===== config.mk =====
export PLATFORM = sky130hd
export DESIGN_NAME = seg_agu
export DESIGN_NICKNAME = d
export VERILOG_FILES = /design/src/rtl/seg_agu_pkg.sv /design/src/rtl/seg_agu_shadow.sv /design/src/rtl/seg_agu_xlate.sv /design/src/rtl/seg_agu.sv
export SDC_FILE = /design/constraint.sdc
export NUM_CORES = 1
export LEC_CHECK = 0
export ABC_AREA = 0
export BUFFER_PORTS_ARGS = -buffer_cell sky130_fd_sc_hd__buf_2
export CORE_MARGIN = 3
export CORE_UTILIZATION = 61
export CTS_BUF_LIST = sky130_fd_sc_hd__clkbuf_16
export CTS_CLUSTER_SIZE = 40
export DETAILED_ROUTE_END_ITERATION = 6
export PLACE_DENSITY_LB_ADDON = 0.15
export SYNTH_ARGS = -nofsm -noshare
export SYNTH_HDL_FRONTEND = slang
export SYNTH_SLANG_ARGS = --single-unit

===== constraint.sdc =====
create_clock -name clk -period 5.8 [get_ports clk]
set_input_delay 0.29 -clock clk [delete_from_list [all_inputs] [get_ports clk]]
set_output_delay 0.29 -clock clk [all_outputs]
set_load 0.005 [all_outputs]

===== src/rtl/seg_agu_pkg.sv =====
`timescale 1ns/1ps
package seg_agu_pkg;
  localparam int DESC_W = 64;
  localparam int SEL_W  = 16;
  localparam int BASE_W = 32;
  localparam int LIM_W  = 20;
  localparam int ATTR_W = 12;
  localparam int REAL_W = 20;
  localparam int PAGE_SH = 12;

  typedef struct packed {
    logic [BASE_W-1:0] base;
    logic [LIM_W-1:0]  limit;
    logic [ATTR_W-1:0] attr;   // {flags nibble, access byte}; attr[11] = granularity
  } shadow_t;

  function automatic shadow_t unpack_desc(input logic [DESC_W-1:0] d);
    shadow_t s;
    s.base  = {d[63:56], d[39:16]};
    s.limit = {d[51:48], d[15:0]};
    s.attr  = {d[55:52], d[47:40]};
    return s;
  endfunction

  function automatic logic [BASE_W-1:0] eff_limit(input shadow_t s);
    if (s.attr[ATTR_W-1])
      return {s.limit, {PAGE_SH{1'b1}}};
    return {{(BASE_W-LIM_W){1'b0}}, s.limit};
  endfunction

  function automatic logic [REAL_W-1:0] real_addr(input logic [SEL_W-1:0] sel,
                                                  input logic [SEL_W-1:0] off);
    return {sel, 4'h0} + {4'h0, off};
  endfunction

  function automatic logic [BASE_W-1:0] prot_addr(input logic [BASE_W-1:0] base,
                                                  input logic [BASE_W-1:0] off);
    return base + off;
  endfunction
endpackage


===== src/rtl/seg_agu_shadow.sv =====
`timescale 1ns/1ps
module seg_agu_shadow
  import seg_agu_pkg::*;
#(
  parameter int NUM_SEG = 6,
  parameter int IDX_W   = 3
) (
  input  logic              clk,
  input  logic              rst_n,
  input  logic              ld_en,
  input  logic [IDX_W-1:0]  ld_idx,
  input  logic [SEL_W-1:0]  ld_sel,
  input  logic [DESC_W-1:0] ld_desc,
  output logic [SEL_W-1:0]  sel_q [NUM_SEG],
  output shadow_t           shd_q [NUM_SEG]
);
  shadow_t unpacked;
  assign unpacked = unpack_desc(ld_desc);

  for (genvar g = 0; g < NUM_SEG; g++) begin : g_slot
    logic hit;
    assign hit = ld_en && (ld_idx == IDX_W'(g));
    always_ff @(posedge clk or negedge rst_n) begin
      if (!rst_n) begin
        sel_q[g] <= '0;
        shd_q[g] <= '0;
      end else if (hit) begin
        sel_q[g] <= ld_sel;
        shd_q[g] <= unpacked;
      end
    end
  end
endmodule


===== src/rtl/seg_agu_xlate.sv =====
`timescale 1ns/1ps
module seg_agu_xlate
  import seg_agu_pkg::*;
#(
  parameter int NUM_SEG = 6,
  parameter int IDX_W   = 3
) (
  input  logic              prot_mode,
  input  logic              req,
  input  logic [IDX_W-1:0]  idx,
  input  logic [BASE_W-1:0] off,
  input  logic [SEL_W-1:0]  sel_q [NUM_SEG],
  input  shadow_t           shd_q [NUM_SEG],
  output logic              idx_bad,
  output logic              over_limit,
  output logic [BASE_W-1:0] addr,
  output logic [ATTR_W-1:0] attr,
  output logic              valid,
  output logic              flt
);
  localparam logic [IDX_W-1:0] LAST = IDX_W'(NUM_SEG - 1);

  logic [SEL_W-1:0] sel_s;
  shadow_t          shd_s;

  always_comb begin
    sel_s = '0;
    shd_s = '0;
    for (int i = 0; i < NUM_SEG; i++) begin
      if (idx == IDX_W'(i)) begin
        sel_s = sel_q[i];
        shd_s = shd_q[i];
      end
    end
  end

  assign idx_bad    = idx > LAST;
  assign over_limit = off > eff_limit(shd_s);

  always_comb begin
    addr  = '0;
    attr  = '0;
    valid = 1'b0;
    flt   = 1'b0;
    if (req) begin
      if (idx_bad) begin
        flt = 1'b1;
      end else if (!prot_mode) begin
        valid = 1'b1;
        addr  = {{(BASE_W-REAL_W){1'b0}}, real_addr(sel_s, off[SEL_W-1:0])};
      end else if (over_limit) begin
        flt = 1'b1;
      end else begin
        valid = 1'b1;
        addr  = prot_addr(shd_s.base, off);
        attr  = shd_s.attr;
      end
    end
  end
endmodule


===== src/rtl/seg_agu.sv =====
`timescale 1ns/1ps
module seg_agu
  import seg_agu_pkg::*;
#(
  parameter int NUM_SEG = 6,
  parameter int IDX_W   = $clog2(NUM_SEG)
) (
  input  logic              clk,
  input  logic              rst_n,
  input  logic              prot_mode,
  input  logic              ld_en,
  input  logic [IDX_W-1:0]  ld_seg,
  input  logic [SEL_W-1:0]  ld_sel,
  input  logic [DESC_W-1:0] ld_desc,
  input  logic              xl_valid,
  input  logic [IDX_W-1:0]  xl_seg,
  input  logic [BASE_W-1:0] xl_offset,
  output logic [BASE_W-1:0] lin_addr,
  output logic [ATTR_W-1:0] lin_attr,
  output logic              lin_valid,
  output logic              fault
);
  logic [SEL_W-1:0] sel_q [NUM_SEG];
  shadow_t          shd_q [NUM_SEG];
  logic             idx_bad;
  logic             over_limit;

  seg_agu_shadow #(.NUM_SEG(NUM_SEG), .IDX_W(IDX_W)) u_shadow (
    .clk     (clk),
    .rst_n   (rst_n),
    .ld_en   (ld_en),
    .ld_idx  (ld_seg),
    .ld_sel  (ld_sel),
    .ld_desc (ld_desc),
    .sel_q   (sel_q),
    .shd_q   (shd_q)
  );

  seg_agu_xlate #(.NUM_SEG(NUM_SEG), .IDX_W(IDX_W)) u_xlate (
    .prot_mode  (prot_mode),
    .req        (xl_valid),
    .idx        (xl_seg),
    .off        (xl_offset),
    .sel_q      (sel_q),
    .shd_q      (shd_q),
    .idx_bad    (idx_bad),
    .over_limit (over_limit),
    .addr       (lin_addr),
    .attr       (lin_attr),
    .valid      (lin_valid),
    .flt        (fault)
  );
endmodule


==> summary.txt <==
Outcome
  • Outcome: complete, no violations

Run
  • Max Cap Viol: 0

Synth
  • Cell Area, Synth: between 0.02 and 0.025 sq mm
  • Post-synthesis sequential area ratio: 0.489
  • Post-synthesis async set-or-reset flop share: 1.00
  • Count leader, synth: mux2_2
  • Synth top area cells: dfrtp_1 49%, mux2_2 23%, mux2i_1 4.5%
  • Syn_nets: approximately 2100
  • Synth cell types: 65
  • Synth Instances: 1949
  • Warnings, synthesis: 0
  • Area leader, netlist: dfrtp_1
  • #FFs+latches synth: 480
  • Syn avg cell area: 12.6 sq um
  • Top FF cell, synth: dfrtp_1
  • List of most frequent post-synthesis cells: 499 x mux2_2, 480 x dfrtp_1, 115 x nand2_1
  • Top cell type's share of synthesized area: 0.489
  • Number of synthesized flops with an enable pin: 0

Global routing
  • First-pass GRT wire length: just over 100000 microns
  • Tot GR Track Use: 0.312
  • Antenna violations before repair: 1
  • Largest net degree at the start of global routing: about 180
  • Congestion Overflow GR: 0
  • Vias in the first global route: 17647

Clocking
  • CTS Buffer Depth: 3
  • CTS tree: yes
  • CTS Root Cell: clkbuf_16
  • Cts repair resizes: 0
  • CTS Buf Count: between 50 and 60
  • H-tree Lvls: 2
  • Clk sink count: between 400 and 500
  • Clk Latency, worst-skew pair: about 0.59 ns
  • Clock transition at path regs: approximately 0.060 ns
  • Hold buffers post-CTS: slightly below 60
  • Post-CTS Setup Bufs: 0

Pwr
  • VDD IR-drop max: ~0.00034 V
  • Pwr/cell area: around 360 mW/mm^2
  • Static leakage power: ~13 nW

Floorplan
  • Cell Rows: roughly 70
  • Die Wd: 207 microns
  • Die Area: between 0.04 and 0.05 sq mm
  • Die height: between 200 and 250 microns
  • Initial Util: 0.627
  • Core Area: a little under 0.04 sq mm
  • Top Ports: 169

Timing
  • Worst-margin pin slew: ~1.2 ns
  • Hold_ws: between 0.02 and 0.025 ns
  • Max frequency: about 190 MHz
  • Max-Slew Margin vs Limit: 0.181
  • Fin. max-slew vios: 0
  • Post-Route Setup TNS: 0 ns
  • Fin. Hold Viols: 0
  • Unrepaired setup endpoints after global routing: no
  • Crit path time final: 5.32 ns
  • Setup Skew: 0 ns
  • Setup Viol. Count Final: 0
  • Tcrit/Tclk final: 0.917

Final layout
  • Diode count: 0
  • Layout cell share with drive strength beyond 1: 0.378
  • Final Net Count: around 2300
  • Layout area overhead: 14.7%

Hold path
  • HP Class: in2reg

Drt
  • DR vias/cell: between 6 and 7
  • Final ANT Viol Nets: 0
  • DRT Pass-1 Iters: 6
  • Routed len/inst: approximately 24 microns
  • Vias: roughly 17000
  • Final WL: roughly 66000 microns
  • Remaining DRCs: 0
  • Starting DRC count in detailed routing: around 1600

Worst setup path
  • Slowest CP cell: or2_1
  • Cell chain of the critical path: mux2i_1 -> nor2_1 -> a21oi_1 -> o221ai_2 -> buf_4 -> nand2_1 -> ha_1 -> nand4_1 -> or2_2 -> nor4_1 -> a21oi_1 -> a41oi_1 -> or2_1 -> nor2_1 -> buf_2
  • Critical path fanouts, max: 39
  • Worst path bufs/invs: 2
  • Crit path required time: ~5.5 ns
  • Critical path type: reg2out
  • CP arrival: 5.03 ns
  • Crit path max-delay family: simple AND/OR/NAND/NOR gates
  • Largest stage delay, worst path: a little under 1 ns
  • Setup crit end kind: output port
  • Critical Path Source Type: flop

Placement
  • Hpwl dp: 43600 microns
  • Routability Congestion: 0.961
  • Buffers added on ports: 168
==> sequential cells by signal (all words and copies together) (netlist names) <==
signal / cells
u_shadow.shd_q: 384
u_shadow.sel_q: 96
==> metrics by stage <==
| stage | power, mW | util | cell area (sq um) | setup WS [ns] | cells |
|---|---|---|---|---|---|
| finish | 10.1 | 0.719 | 28200 | 0.482 | 2708 |
| global route | 10.6 | 0.719 | 28200 | 0.222 | 2708 |
| CTS | 10.1 | 0.719 | 28200 | 0.582 | 2708 |
| floorplan | 6.12 | - | 24600 | 1.29 | 1949 |
| detailed placement | 6.91 | 0.663 | 26000 | 0.656 | 2555 |
| global placement | 6.79 | 0.663 | 26000 | 0.701 | 2555 |
==> area by class of cell <==
cell class                 count  area [sq um]
multi-input combinational   1333         12100
sequential                   480         12000
fill                        2782         11000
timing repair buffer         262          1750
clock buffer                  52          1300
tap                          518           648
clock inverter                42           317
inverter                      21          78.8
==> report_power, final <==
group | switching [mW] | internal (mW)
combinational | 1.21 | 1.26
sequential | 0.383 | 4.09
clock | 1.34 | 1.80
==> metal layers <==
metal	vias to the layer above	track usage	wire [microns]
met1	8835	0.432	28500
met5	-	0	0
met3	104	0.0558	4480
met2	545	0.508	31200
met4	0	0.0966	1830
li1	7580	-	-
==> final timing paths <==
check,from,to,slack [ns],depth (start not counted)
setup / recovery,u_shadow.shd_q[267],lin_attr[0],0.48,15
hold / removal,ld_desc[34],u_shadow.shd_q[50],0.02,2
setup reg to reg,u_shadow.sel_q[52],u_shadow.sel_q[52],5.00,1
hold reg to reg,u_shadow.shd_q[185],u_shadow.shd_q[185],0.50,1
max in group asynchronous,rst_n,u_shadow.shd_q[306],4.07,3
min in group asynchronous,rst_n,u_shadow.shd_q[324],0.29,2
==> cell families after synthesis <==
family | share of synthesized area
XOR/XNOR | 0.0114
AO/OA/AOI/OAI | 0.0775
adder cells (fa/ha/maj) | 0.0398
flip-flops | 0.489
buffers and inverters | 0.0216
AND/OR/NAND/NOR | 0.0521
multiplexers | 0.309
==> placed cells by master (no fill, tap or decap), types with 4 or more instances in the layout <==
master         count
a211oi_1           8
a21o_1            20
a21oi_1           76
a222oi_1          18
buf_2            165
buf_4             33
bufinv_16          4
clkbuf_16         52
clkinv_1          16
clkinv_2           9
dfrtp_1          480
dlygate4sd3_1     59
ha_1              75
inv_1             30
mux2_2           499
mux2i_1          111
mux4_2            38
nand2_1          115
nand2b_1           8
nand3_1           11
nand4_1            6
nor2_1            90
nor2b_1           16
nor3_1            13
o21a_1             8
o21ai_0           84
o221ai_1          25
or2_2              4
or3_1              7
xnor2_1           16
xor2_1            16
Note: power is estimated with default switching activity, not from simulation.
